## src/rtl/fm_rec_pkg.sv

```systemverilog
package fm_rec_pkg;

  // Correction code; the values are visible on the debug bus.
  typedef enum logic [1:0] {
    CORR_NONE  = 2'b00,
    CORR_LATE  = 2'b01,
    CORR_EARLY = 2'b10
  } corr_e;

endpackage

```

## src/rtl/fm_rec_edge.sv

```systemverilog
// Dual-edge sampler with synchronizer: reports a transition in the first or
// second half of the reference cycle that lies SYNC_STAGES cycles back.
module fm_rec_edge #(
  parameter int SYNC_STAGES = 2
) (
  input  logic clk,
  input  logic rst_n,
  input  logic rxd,
  output logic edge_first,
  output logic edge_second
);

  logic                   n_cap_q;
  logic [SYNC_STAGES-1:0] p_sync_q;
  logic [SYNC_STAGES-1:0] n_sync_q;
  logic                   p_old_q;

  // Falling-edge capture gives the mid-cycle sample.
  always_ff @(negedge clk or negedge rst_n) begin
    if (!rst_n) n_cap_q <= 1'b0;
    else        n_cap_q <= rxd;
  end

  always_ff @(posedge clk or negedge rst_n) begin
    if (!rst_n) begin
      p_sync_q <= '0;
      n_sync_q <= '0;
      p_old_q  <= 1'b0;
    end else begin
      p_sync_q <= {p_sync_q[SYNC_STAGES-2:0], rxd};
      n_sync_q <= {n_sync_q[SYNC_STAGES-2:0], n_cap_q};
      p_old_q  <= p_sync_q[SYNC_STAGES-1];
    end
  end

  // Oldest samples in time order: p_old, n_sync[top], p_sync[top].
  assign edge_first  = p_old_q ^ n_sync_q[SYNC_STAGES-1];
  assign edge_second = n_sync_q[SYNC_STAGES-1] ^ p_sync_q[SYNC_STAGES-1];

endmodule

```

## src/rtl/fm_rec_region.sv

```systemverilog
// Maps a detected transition to a correction by its half-count phase.
module fm_rec_region
  import fm_rec_pkg::*;
#(
  parameter int CNT_W = 5,
  parameter int WIN   = 4
) (
  input  logic             edge_first,
  input  logic             edge_second,
  input  logic [CNT_W-1:0] cnt_lag,
  output corr_e            dir
);

  localparam int HW = CNT_W + 1;
  // Half-count index of the nominal boundary (start of the middle count).
  localparam logic [HW-1:0] H_BND   = HW'(2 ** CNT_W);
  localparam logic [HW-1:0] H_E_LO  = H_BND - HW'(2 * WIN);
  localparam logic [HW-1:0] H_E_HI  = H_BND - HW'(2);
  localparam logic [HW-1:0] H_L_LO  = H_BND + HW'(1);
  localparam logic [HW-1:0] H_L_HI  = H_BND + HW'(2 * WIN - 1);

  function automatic corr_e classify(input logic [HW-1:0] h);
    if (h >= H_E_LO && h <= H_E_HI)      return CORR_EARLY;
    else if (h >= H_L_LO && h <= H_L_HI) return CORR_LATE;
    else                                  return CORR_NONE;
  endfunction

  always_comb begin
    dir = CORR_NONE;
    if (edge_first)       dir = classify({cnt_lag, 1'b0});
    else if (edge_second) dir = classify({cnt_lag, 1'b1});
  end

endmodule

```

## src/rtl/fm_rec_count.sv

```systemverilog
// Phase counter, correction bookkeeping at trip end, strobe generation.
module fm_rec_count
  import fm_rec_pkg::*;
#(
  parameter int CNT_W       = 5,
  parameter int SYNC_STAGES = 2
) (
  input  logic             clk,
  input  logic             rst_n,
  input  logic             en,
  input  corr_e            dir,
  output logic [CNT_W-1:0] cnt_q,
  output logic [CNT_W-1:0] cnt_lag,
  output logic             rx_q,
  output logic             tx_q,
  output corr_e            last_q
);

  localparam int              STEP_W   = CNT_W - 2;
  localparam logic [CNT_W-1:0] CNT_LAST = '1;
  localparam logic [CNT_W-1:0] CNT_PRE  = CNT_LAST - 1'b1;
  localparam logic [CNT_W-1:0] CNT_ONE  = {{(CNT_W-1){1'b0}}, 1'b1};
  localparam logic [STEP_W-1:0] RX_OFS  = {1'b1, {(STEP_W-1){1'b0}}};

  corr_e            pend_q, pend_n, last_n;
  logic             done_q, done_n, held_q, held_n, rx_n, tx_n;
  logic [CNT_W-1:0] cnt_n;
  logic [CNT_W-1:0] lag_q [SYNC_STAGES];

  always_comb begin
    cnt_n  = cnt_q;
    pend_n = pend_q;
    done_n = done_q;
    held_n = held_q;
    last_n = last_q;
    if (!en) begin
      cnt_n  = '0;
      pend_n = CORR_NONE;
      done_n = 1'b0;
      held_n = 1'b0;
    end else begin
      if (dir != CORR_NONE && !done_q) begin
        pend_n = dir;
        done_n = 1'b1;
      end
      if (cnt_q == CNT_LAST && pend_q == CORR_LATE && !held_q) begin
        held_n = 1'b1;                  // stretch: repeat the last count
      end else if ((cnt_q == CNT_PRE && pend_q == CORR_EARLY) ||
                   cnt_q == CNT_LAST) begin
        cnt_n  = '0;                    // wrap, possibly skipping the last count
        last_n = pend_q;
        pend_n = CORR_NONE;
        done_n = 1'b0;
        held_n = 1'b0;
      end else begin
        cnt_n = cnt_q + CNT_ONE;
      end
    end
    rx_n = en && (cnt_n[STEP_W-1:0] == RX_OFS);
    tx_n = en && (cnt_n[STEP_W-1:0] == '0);
  end

  always_ff @(posedge clk or negedge rst_n) begin
    if (!rst_n) begin
      cnt_q  <= '0;
      pend_q <= CORR_NONE;
      done_q <= 1'b0;
      held_q <= 1'b0;
      last_q <= CORR_NONE;
      rx_q   <= 1'b0;
      tx_q   <= 1'b0;
    end else begin
      cnt_q  <= cnt_n;
      pend_q <= pend_n;
      done_q <= done_n;
      held_q <= held_n;
      last_q <= last_n;
      rx_q   <= rx_n;
      tx_q   <= tx_n;
    end
  end

  // Delay line aligning the counter with the synchronizer latency.
  for (genvar g = 0; g < SYNC_STAGES; g++) begin : g_lag
    always_ff @(posedge clk or negedge rst_n) begin
      if (!rst_n)      lag_q[g] <= '0;
      else if (g == 0) lag_q[g] <= cnt_q;
      else             lag_q[g] <= lag_q[(g == 0) ? 0 : g-1];
    end
  end
  assign cnt_lag = lag_q[SYNC_STAGES-1];

  // disabled loop parks at zero with quiet strobes
  a_r2_idle_clear: assert property (@(posedge clk) disable iff (!rst_n)
    !en |=> (cnt_q == '0 && !rx_q && !tx_q));

  // plain increment away from the trip end
  a_r3_count_step: assert property (@(posedge clk) disable iff (!rst_n)
    (en && cnt_q < CNT_PRE) |=> (cnt_q == $past(cnt_q) + 1'b1));

  // the last count is repeated at most once
  a_r6_single_hold: assert property (@(posedge clk) disable iff (!rst_n)
    (en && cnt_q == CNT_LAST && $past(cnt_q) == CNT_LAST) |=> (cnt_q == '0));

  // a taken correction is not replaced within its trip
  a_r9_pend_stable: assert property (@(posedge clk) disable iff (!rst_n)
    (en && pend_q != CORR_NONE && cnt_q < CNT_PRE) |=> (pend_q == $past(pend_q)));

endmodule

```

## src/rtl/fm_clk_recovery.sv

```systemverilog
module fm_clk_recovery
  import fm_rec_pkg::*;
#(
  parameter int CNT_W       = 5,
  parameter int SYNC_STAGES = 2,
  parameter int WIN         = 4
) (
  input  logic             clk_16x,
  input  logic             rst_n,
  input  logic             en,
  input  logic             rxd,
  output logic             rx_clk,
  output logic             tx_clk,
  output logic [CNT_W-1:0] dbg_cnt,
  output logic [1:0]       dbg_corr
);

  logic             edge_first, edge_second;
  logic [CNT_W-1:0] cnt_lag;
  corr_e            dir, last_corr;

  fm_rec_edge #(.SYNC_STAGES(SYNC_STAGES)) u_edge (
    .clk(clk_16x), .rst_n(rst_n), .rxd(rxd),
    .edge_first(edge_first), .edge_second(edge_second)
  );

  fm_rec_region #(.CNT_W(CNT_W), .WIN(WIN)) u_region (
    .edge_first(edge_first), .edge_second(edge_second),
    .cnt_lag(cnt_lag), .dir(dir)
  );

  fm_rec_count #(.CNT_W(CNT_W), .SYNC_STAGES(SYNC_STAGES)) u_count (
    .clk(clk_16x), .rst_n(rst_n), .en(en), .dir(dir),
    .cnt_q(dbg_cnt), .cnt_lag(cnt_lag),
    .rx_q(rx_clk), .tx_q(tx_clk), .last_q(last_corr)
  );

  assign dbg_corr = last_corr;

  // receive and transmit strobes never coincide
  a_r4_strobe_sep: assert property (@(posedge clk_16x) disable iff (!rst_n)
    rx_clk |-> !tx_clk);

endmodule

```

## config.mk

```make
export PLATFORM = sky130hd
export DESIGN_NAME = fm_clk_recovery
export DESIGN_NICKNAME = d
export VERILOG_FILES = /design/src/rtl/fm_rec_pkg.sv /design/src/rtl/fm_rec_edge.sv /design/src/rtl/fm_rec_region.sv /design/src/rtl/fm_rec_count.sv /design/src/rtl/fm_clk_recovery.sv
export SDC_FILE = /design/constraint.sdc
export NUM_CORES = 1
export LEC_CHECK = 0
export BUFFER_PORTS_ARGS = -buffer_cell sky130_fd_sc_hd__buf_2
export CAP_MARGIN = 25
export CELL_PAD_IN_SITES_DETAIL_PLACEMENT = 1
export CELL_PAD_IN_SITES_GLOBAL_PLACEMENT = 1
export CORE_UTILIZATION = 45
export DETAILED_ROUTE_END_ITERATION = 10
export GPL_ROUTABILITY_DRIVEN = 0
export MAX_ROUTING_LAYER = met4
export PLACE_DENSITY_LB_ADDON = 0.1
export SETUP_SLACK_MARGIN = 0.05
export SLEW_MARGIN = 30
export SYNTH_ARGS = -nofsm -noshare
export SYNTH_HDL_FRONTEND = slang
export SYNTH_SLANG_ARGS = --single-unit
```

## constraint.sdc

```tcl
create_clock -name clk_16x -period 2.4 [get_ports clk_16x]
set_input_delay 0.24 -clock clk_16x [delete_from_list [all_inputs] [get_ports clk_16x]]
set_output_delay 0.24 -clock clk_16x [all_outputs]
set_load 0.1 [all_outputs]
```

; After elaboration in Yosys (flattened, before gate mapping)
; Cells that the tools add are included.
[word_totals]
regBits = 29
latch_bits = 0
ramBits = 0
mem_bits_ro = 0
output_inout_bits = 9
n_memories = 0
[classes]
addsub = 1
n_mul = 0
div = 0
order_cmp = 8
n_eq_ne = 7
shift = 0
muxes = 20
n_bitwise = 3
n_reduce_logical = 16
[op_table]
columns = op, n
row1 = $mux W2, 8
row2 = $mux W5, 3
row3 = $ge A6 B5 Y1 const B, 2
row4 = $ge A6 B6 Y1 const B, 2
row5 = $le A6 B5 Y1 const B, 2
row6 = $le A6 B6 Y1 const B, 2
row7 = $eq A5 B5 Y1 const B, 2
row8 = $logic_and A1 B1 Y1, 10
row9 = $mux W1, 9
row10 = $add A5 B1 Y5 const B, 1
row11 = $eq A3 B3 Y1 const B, 1
row12 = $logic_not A3 Y1, 1
row13 = $ne A3 B1 Y1 const B, 1
row14 = $reduce_and A3 Y1, 1
row15 = $eq A2 B1 Y1 const B, 1
row16 = $eq A2 B2 Y1 const B, 1
row17 = $logic_not A1 Y1, 2
row18 = $ne A2 B2 Y1 const B, 1
row19 = $reduce_bool A2 Y1, 1
row20 = $xor A1 B1 Y1, 2
row21 = $logic_or A1 B1 Y1, 1
row22 = $not A1 Y1, 1

; Logic depth before layout (Yosys ltp)
; Gate-level depths: netlist of run 1.
[logic_depth]
word_depth = 12
ltp_mapped = 8
depth_no_buf = 7

; By module
; A second synthesis of run 1 with hierarchy kept.
[hier_totals]
hier_cells = 89
area_unflattened_um2 = 1171.1
[by_module_without_submodules]
columns = mod, instances, cells_each, area_each_um2, seq_area_each_um2
row1 = fm_rec_count, 1, 74, 952.2, 575.6
row2 = fm_rec_edge, 1, 8, 167.7, 150.1
row3 = fm_rec_region, 1, 7, 51.3, 0.0

==> metrics.txt, run 1 <==
Die X=53.2 µm; Pleak=0.649 nW; Worst setup EP type=flop; CTS clk-pin slew, worst paths=100 ps; H-tree levels=2; I/O Buffers=12; CTS sink cnt=29; final instance area=1340 µm²; routed len/inst=16.8 µm; R2R depth=7; Worst Path Required=2620 ps; Max Cap Viol=0; Worst Hold Depth=1; Max FO, Critical Path=9; post-synth net total=97; commonest non-fill, non-tap cells in the layout=24 x dfrtp_1, 12 x buf_2, 6 x nand2_1, 5 x clkbuf_4; total gr overflow=0; detailed router's first-iteration violation count=12; Syn Inst Count=90; Slew Limit Fails=0; min-delay worst type=in -> reg; status=completed; R2R Path Start=u_count.cnt_q[0]; commonest register cell after synthesis=dfrtp_1; Clock Skew=10.6 ps; total negative slack=0 ps; Avg Cell Area, Syn=13.1 µm²; DP Wirelength=1670 µm; drt first pass iters=6; peak supply drop=0.000505 V; Post-Layout Cell Count=141; fin crit period=2120 ps; total track usage=22.2%; FFs w/ async S/R, synth=100%; worst slew pin tran=487 ps; commonest non-fill, non-tap cell in the layout=dfrtp_1; Bufs on Longest Clock Path=2; Worst slew margin=67.8%; Synth cell types=40; final hold violations=0; Yosys reg bits=29; Area growth syn-to-layout=13.6%; final setup fails=0; vias in the first global route=797; WS Path Type=reg -> reg; reg2reg setup slack=280 ps; min-delay src=rxd; via count=779; placed cell area=1280 µm²; CP Launch Type=flop; Power Density=675 nW/µm²; CP arrival=2350 ps; # DRC=0; Filler Cell Count=273; R2R Path End=u_count.tx_q; core area=2480 µm²; worst hold margin=26.3 ps; Core Rows=18; Tcrit/Tclk final=88.5%; fmax=0.471 GHz; Root Driver=clkbuf_4; Worst-Skew Late Latency=340 ps; worst slack at placement=291 ps; Warnings, synthesis=0; Chip Height=53.2 µm; vias per inst=5.52; sequential share of the synthesized area=61.4%; placed insts=132; postcts setup bufs=0; ant diodes=0; largest net degree at the start of global routing=29; die area=2830 µm²; Setup WS post-layout=276 ps; first-pass GRT wire length=3890 µm; Post-synth EDFFs=0; nets@finish=117; Initial Util=47.7%; num ports=13; Post-Syn Area=1180 µm²; final antenna-violating net count=0; RSZ-0062 raised after global routing=false; layout cells sized above 1=27.9%; antenna violations before repair=0; final WL=2370 µm; TritonCTS Buffers=5; CTS tree=done; Min-Delay Endpoint=u_edge.p_sync_q[0]
## flip-flops by register name (all words and copies together), names as in the netlist, 2 cells and up
| name | cells |
|---|---|
| u_edge.n_sync_q | 2 |
| u_count.cnt_q | 5 |
| u_count.cnt_lag | 5 |
| u_edge.p_sync_q | 2 |
| u_count.last_q | 2 |
| u_count.pend_q | 2 |
| u_count.lag_q | 5 |
## worst max path at each step
stage	startpoint	to	slack (ps)
global route	u_count.cnt_q[0]	u_count.tx_q	190
global placement	u_count.cnt_q[0]	u_count.tx_q	370
floorplan	u_count.cnt_q[0]	u_count.tx_q	70
CTS	u_count.cnt_q[0]	u_count.tx_q	270
finish	u_count.cnt_q[0]	u_count.tx_q	280
detailed placement	u_count.cnt_q[0]	u_count.tx_q	290
## area by class of cell
class,instances,area [µm²],area share (%)
flip-flops and latches,29,731,54.5
multi-input cells,56,429,32.0
clock inverters,2,10.0,0.746
repair buffers,14,77.6,5.78
well taps,30,37.5,2.80
inverters,4,15.0,1.12
clock buffers,6,41.3,3.08
## kinds of logic after synthesis
| family | Yosys count | share of synthesized area, % |
|---|---|---|
| AOI/OAI and AO/OA | 27 | 18.8 |
| xor gates and xnor gates | 3 | 2.22 |
| adders and majority gates | 3 | 3.18 |
| buffers and inverters | 5 | 2.22 |
| DFF | 29 | 61.4 |
| muxes | 1 | 0.953 |
| and+or+nand+nor | 22 | 11.2 |
## metrics by stage
stage | total power, mW | util (%)
global placement | 0.629 | 51.7
global route | 0.944 | 54.1
finish | 0.905 | 54.1
CTS | 0.915 | 54.1
detailed placement | 0.633 | 51.7
floorplan | 0.599 | -
## cells in the mapped netlist, drive strengths merged (2+ instances only)
library cell,n,area [µm²]
a22o,2,17.5
xor2,2,17.5
a2bb2oi,2,17.5
nand2b,2,12.5
a31oi,2,12.5
a21oi,4,20.0
o21ai,2,21.3
nor2,3,11.3
a21o,2,15.0
and3,2,12.5
inv,4,15.0
dfrtp,28,701
ha,3,37.5
o221ai,2,17.5
nand2,6,22.5
## per-layer routing
metal	vias up	part of all wire [%]	GRT usage, %
met5	-	0	-
met4	0	2.9	13.2
met3	5	4.0	7.76
met2	14	44	29.6
met1	385	49	28.9
li1	375	-	-
## power breakdown
group / total, mW / switching [mW] / internal, mW / leakage (nW)
Clock: 0.283 / 0.171 / 0.111 / 0.0320
Combinational: 0.0996 / 0.0740 / 0.0256 / 0.239
Sequential: 0.523 / 0.0152 / 0.507 / 0.377
Total: 0.905 / 0.261 / 0.644 / 0.649
## critical path: stages (launching register included)
cell       delay [ps]
dfrtp_2           460
ha_1              240
and3_1            160
ha_1              230
and4bb_4          230
and2_4            190
a2bb2oi_1         170
a2111oi_2         330
## timing repair
item | 4_1_cts | 5_1_grt
hold endpoints to repair | 28 | 0
gates resized for setup | 0 | 0
hold buffers | 1 | 0
Note: power is estimated with default switching activity, not from simulation.
==> inputs of run 2 (changes only) <==
--- a/config.mk
+++ b/config.mk
@@ -9,9 +9,11 @@
 export CAP_MARGIN = 25
 export CELL_PAD_IN_SITES_DETAIL_PLACEMENT = 1
 export CELL_PAD_IN_SITES_GLOBAL_PLACEMENT = 1
+export CORE_ASPECT_RATIO = 1.1
 export CORE_UTILIZATION = 45
 export DETAILED_ROUTE_END_ITERATION = 10
 export GPL_ROUTABILITY_DRIVEN = 0
+export HOLD_SLACK_MARGIN = 0.1
 export MAX_ROUTING_LAYER = met4
 export PLACE_DENSITY_LB_ADDON = 0.1
 export SETUP_SLACK_MARGIN = 0.05
==> run 2 against run 1 <==
Net effect: combinational power about the same; worst hold slack improved by 180 ps; non-clock buffer count increased by 1; wire length decreased by 0.93%; sequential share of layout area decreased by 1.9 points; first-iteration DRC count increased by 130%; critical path depth unchanged; largest power group unchanged; critical path type unchanged.
==> metrics.txt, run 2 (synthesized netlist as in run 1, its figures left out) <==
worst hold margin=203 ps (+176 ps); CP arrival=2330 ps (-20 ps); Core Rows=19 (+1); Tcrit/Tclk final=87.4% (-1.1 points); Slew Limit Fails=0 (unchanged); final WL=2350 µm (-0.93%); Worst slew margin=67.8% (about the same); status=completed; Worst setup EP type=flop; I/O Buffers=12 (unchanged); final hold violations=0 (unchanged); DP Wirelength=1630 µm (-2.2%); Min-Delay Endpoint=u_count.last_q[0]; largest net degree at the start of global routing=29 (unchanged); vias per inst=5.61 (+1.5%); commonest non-fill, non-tap cells in the layout=24 x dfrtp_1, 12 x buf_2, 6 x nand2_1, 5 x clkbuf_4; min-delay worst type=in -> reg; Worst Hold Depth=2 (+1); R2R Path Start=u_count.cnt_q[0]; Initial Util=47.3% (-0.36 points); nets@finish=118 (+0.85%); postcts setup bufs=0 (unchanged); R2R Path End=u_count.tx_q; ant diodes=0 (unchanged); drt first pass iters=4 (-2); Bufs on Longest Clock Path=2 (unchanged); CTS clk-pin slew, worst paths=100 ps (about the same); min-delay src=en; critical path startpoint=u_count.cnt_q[0]; antenna violations before repair=0 (unchanged); H-tree levels=2 (unchanged); detailed router's first-iteration violation count=28 (+16); Root Driver=clkbuf_4; first-pass GRT wire length=4010 µm (+3.0%); final antenna-violating net count=0 (unchanged); total track usage=21.4% (-0.84 points); Pleak=0.665 nW (+2.6%); num ports=13 (unchanged); TritonCTS Buffers=5 (unchanged); Max FO, Critical Path=9 (unchanged); commonest non-fill, non-tap cell in the layout=dfrtp_1; reg2reg setup slack=300 ps (+30 ps); routed len/inst=16.4 µm (-2.3%); total gr overflow=0 (unchanged); # DRC=0 (unchanged); Die X=50.8 µm (-4.5%); CTS sink cnt=29 (unchanged); WS Path Type=reg -> reg; die area=2830 µm² (about the same); RSZ-0062 raised after global routing=false; vias in the first global route=841 (+5.5%); fin crit period=2100 ps (-25.5 ps); via count=802 (+3.0%); Clock Skew=9.95 ps (-0.610 ps); core area=2500 µm² (+0.76%); Power Density=756 nW/µm² (+12%); CP Launch Type=flop; Max Cap Viol=0 (unchanged); layout cells sized above 1=28.6% (+0.64 points); CTS tree=done; Area growth syn-to-layout=17.7%; Chip Height=55.7 µm (+4.7%); Worst Path Required=2640 ps (+20 ps); hold_buf cts=2 (+1); final setup fails=0 (unchanged); peak supply drop=0.000490 V (-3.0%); Worst-Skew Late Latency=330 ps (about the same); placed insts=133 (+0.76%); Post-Layout Cell Count=143 (+1.4%); R2R depth=7 (unchanged); fmax=0.477 GHz (+1.2%); total negative slack=0 ps (unchanged); post-cts repair resize count=0 (unchanged); worst slew pin tran=487 ps (-0.107 ps)
==> run 2: how the worst max path moves through the flow <==
stage,cells past startpoint,end
CTS,7,u_count.tx_q
global route,7,u_count.tx_q
detailed placement,7,u_count.tx_q
finish,7,u_count.tx_q
global placement,7,u_count.tx_q
floorplan,8,u_count.tx_q
==> run 2: power breakdown <==
group | leakage, nW | internal (mW) | switching [mW]
Sequential | 0.377 | 0.507 | 0.0152
Combinational | 0.243 | 0.0268 | 0.0743
Clock | 0.0445 | 0.247 | 0.180
==> run 2: stage by stage <==
stage          util, %  cell area (µm²)  worst slack [ps]  total power, mW
2_1_floorplan        -             1190              72.6            0.599
3_3_place_gp      51.3             1280               372            0.629
3_5_place_dp      51.3             1280               321            0.632
4_1_cts           55.7             1390               300             1.06
5_1_grt           55.7             1390               173             1.09
6_report          55.7             1390               302             1.05
==> run 2: critical path, stage by stage, from the launching register on <==
cell       delay [ps]
dfrtp_2           460
ha_1              240
and3_1            150
ha_1              220
and4bb_4          230
and2_4            200
a2bb2oi_1         170
a2111oi_2         340
==> run 2: area by class of cell <==
cell class	instances	area, µm²
clock buffers	6	51.3
flip-flops and latches	29	731
multi-input cells	56	429
clock inverters	2	37.5
well taps	31	38.8
repair buffers	15	87.6
inverters	4	15.0
fillers	261	1110
==> run 2: per-layer routing <==
layer	part of all wire, %	track usage [%]	wire, µm
met1	47	24.4	1110
met2	46	31.4	1080
met3	4.3	9.02	100
met4	2.7	11.9	64
met5	0	-	0
==> inputs of run 3 (changes only) <==
--- a/config.mk
+++ b/config.mk
@@ -17,7 +17,9 @@
 export MAX_ROUTING_LAYER = met4
 export PLACE_DENSITY_LB_ADDON = 0.1
 export SETUP_SLACK_MARGIN = 0.05
+export SKIP_CTS_REPAIR_TIMING = 1
 export SLEW_MARGIN = 30
 export SYNTH_ARGS = -nofsm -noshare
 export SYNTH_HDL_FRONTEND = slang
+export SYNTH_HIERARCHICAL = 1
 export SYNTH_SLANG_ARGS = --single-unit
==> run 3 against run 2 <==
Net effect: clock skew shrank 4.3 ps; total power shrank 16%; first-iteration DRC count shrank 86%; final area shrank 5.9%; combinational power shrank 11%; largest cell class unchanged; highest routed layer unchanged.
==> metrics.txt, run 3 <==
peak per-stage delay on the critical path=520 ps (+60 ps); Avg Cell Area, Syn=13.2 µm² (+0.27%); total gr overflow=0 (unchanged); final hold violations=0 (unchanged); vias in the first global route=727 (-14%); WS Path Type=reg -> reg; # DRC=0 (unchanged); Worst slew margin=67.8% (about the same); num ports=13 (unchanged); H-tree levels=2 (unchanged); Die X=50.6 µm (-0.40%); antenna violations before repair=0 (unchanged); Warnings, synthesis=6 (+6); ant diodes=0 (unchanged); Clock Skew=5.68 ps (-4.27 ps); final antenna-violating net count=0 (unchanged); Max FO, Critical Path=9 (unchanged); Chip Height=55.5 µm (-0.40%); post-synth net total=96 (-1.0%); FFs w/ async S/R, synth=100% (unchanged); Yosys reg bits=29 (unchanged); final setup fails=0 (unchanged); min-delay worst type=in -> reg; CTS sink cnt=29 (unchanged); most frequent cell after synthesis=dfrtp_1; Area growth syn-to-layout=11.6%; TritonCTS Buffers=5 (unchanged); Worst setup EP type=flop; Power Density=672 nW/µm² (-11%); commonest register cell after synthesis=dfrtp_1; critical-path cell list=ha_1 -> and3_1 -> ha_1 -> and4bb_2 -> nor3b_2 -> mux2_2; Post-synth EDFFs=0 (unchanged); CP arrival=2420 ps (+90 ps); worst slew pin tran=486 ps (-0.308 ps); sequential share of the synthesized area=62.0% (+0.53 points); Post-Layout Cell Count=137 (-4.2%); largest net degree at the start of global routing=29 (unchanged); Slowest-stage cell, CP=dfrtp_4; Worst-Skew Late Latency=310 ps (-20 ps); I/O Buffers=12 (unchanged); post-synth top area share=59.8% (+0.51 points); via count=695 (-13%); Slew Limit Fails=0 (unchanged); total track usage=18.0% (-3.3 points); detailed router's first-iteration violation count=4 (-86%); commonest non-fill, non-tap cells in the layout=24 x dfrtp_1, 12 x buf_2, 6 x nand2_1, 5 x clkbuf_4; total negative slack=0 ps (unchanged); Pleak=0.646 nW (-2.9%); peak supply drop=0.000410 V (-16%); routed len/inst=14.1 µm (-14%); fmax=0.452 GHz (-5.2%); placed cell area=1240 µm² (-3.5%); first-pass GRT wire length=3440 µm (-14%); core area=2470 µm² (-0.95%); Tcrit/Tclk final=92.2% (+4.8 points); final instance area=1310 µm² (-5.9%); Max Cap Viol=0 (unchanged); DP Wirelength=1380 µm (-15%); fin crit period=2210 ps (+115 ps); Bufs on Longest Clock Path=2 (unchanged); Worst Path Required=2600 ps (-40 ps); CTS tree=done; die area=2810 µm² (-0.81%); Root Driver=clkbuf_4; leading area contributor after synthesis=dfrtp_1; status=completed; Core Rows=19 (unchanged); synth top area cells=dfrtp_1 60%, buf_4 3.2%, ha_1 3.2%; Post-Syn Area=1170 µm² (-0.85%); CP Launch Type=flop; RSZ-0062 raised after global routing=false; Synth cell types=32 (-20%); Post-synth top cells=28 x dfrtp_1, 6 x nand2_1, 5 x buf_4; Critical Path Most Common Cell=ha_1; Initial Util=47.4% (+0.050 points); final WL=1930 µm (-18%); commonest non-fill, non-tap cell in the layout=dfrtp_1; layout cells sized above 1=30.2% (+1.6 points); CTS clk-pin slew, worst paths=90 ps (about the same); drt first pass iters=4 (unchanged); nets@finish=112 (-5.1%); vias per inst=5.07 (-9.5%); Filler Cell Count=277 (+6.1%); Syn Inst Count=89 (-1.1%); placed insts=127 (-4.5%)
[run 3: worst max-delay path: cells and delay by family (launching register included)]
family        cells  cell delay [ps]
fa+ha+maj         2              470
flops             1              520
mux               1              360
simple gates      3              750
[run 3: layout make-up]
class / instances / area [µm²] / area share [%]
inverters: 3 / 11.3 / 0.861
repair buffers: 15 / 87.6 / 6.70
clock inverters: 2 / 10.0 / 0.766
well taps: 31 / 38.8 / 2.97
multi-input cells: 51 / 385 / 29.5
clock buffers: 6 / 41.3 / 3.16
flip-flops and latches: 29 / 733 / 56.1
[run 3: through the flow]
step	util, %	power, mW	setup WS [ps]	hold WS [ps]
floorplan	-	0.597	66.1	-55.6
global placement	50.0	0.620	253	313
detailed placement	50.0	0.622	197	314
CTS	52.1	0.895	181	-37.2
global route	52.9	0.927	87.7	237
finish	52.9	0.879	187	236
[run 3: path summary, 6_finish.rpt]
check	from	endpoint	slack (ps)	cells past startpoint
worst max-delay path	u_count/cnt_q[0]	u_count/last_q[1]	190	6
worst min-delay path	en	u_count/cnt_q[0]	240	2
worst max register to register	u_count/cnt_q[0]	u_count/last_q[1]	190	6
worst min register to register	u_count/lag_q[7]	u_count/cnt_lag[2]	350	0
max in group asynchronous	rst_n	u_edge/n_cap_q	940	2
min in group asynchronous	rst_n	u_count/lag_q[9]	490	3
[run 3: per-layer routing]
| layer | global-route usage [%] | part of all wire, % | wire length, µm | vias to the layer above |
|---|---|---|---|---|
| met5 | - | 0 | 0 | - |
| met2 | 25.1 | 49 | 951 | 13 |
| met3 | 6.61 | 3.9 | 75 | 2 |
| met1 | 23.3 | 46 | 878 | 344 |
| met4 | 8.33 | 1.0 | 20 | 0 |
| li1 | - | - | - | 336 |
[run 3: kinds of logic after synthesis]
group | share of synthesized area [%]
compound gates | 11.2
xor+xnor | 1.50
fa+ha+maj | 3.21
buf+inv | 5.13
flops | 62.0
mux | 1.92
simple gates | 15.1
[run 3: power breakdown]
part / switching (mW) / total [mW] / leakage (nW) / internal, mW
registers: 0.0138 / 0.522 / 0.377 / 0.508
logic: 0.0672 / 0.0902 / 0.237 / 0.0230
clock network: 0.155 / 0.267 / 0.0320 / 0.111
total: 0.236 / 0.879 / 0.646 / 0.642
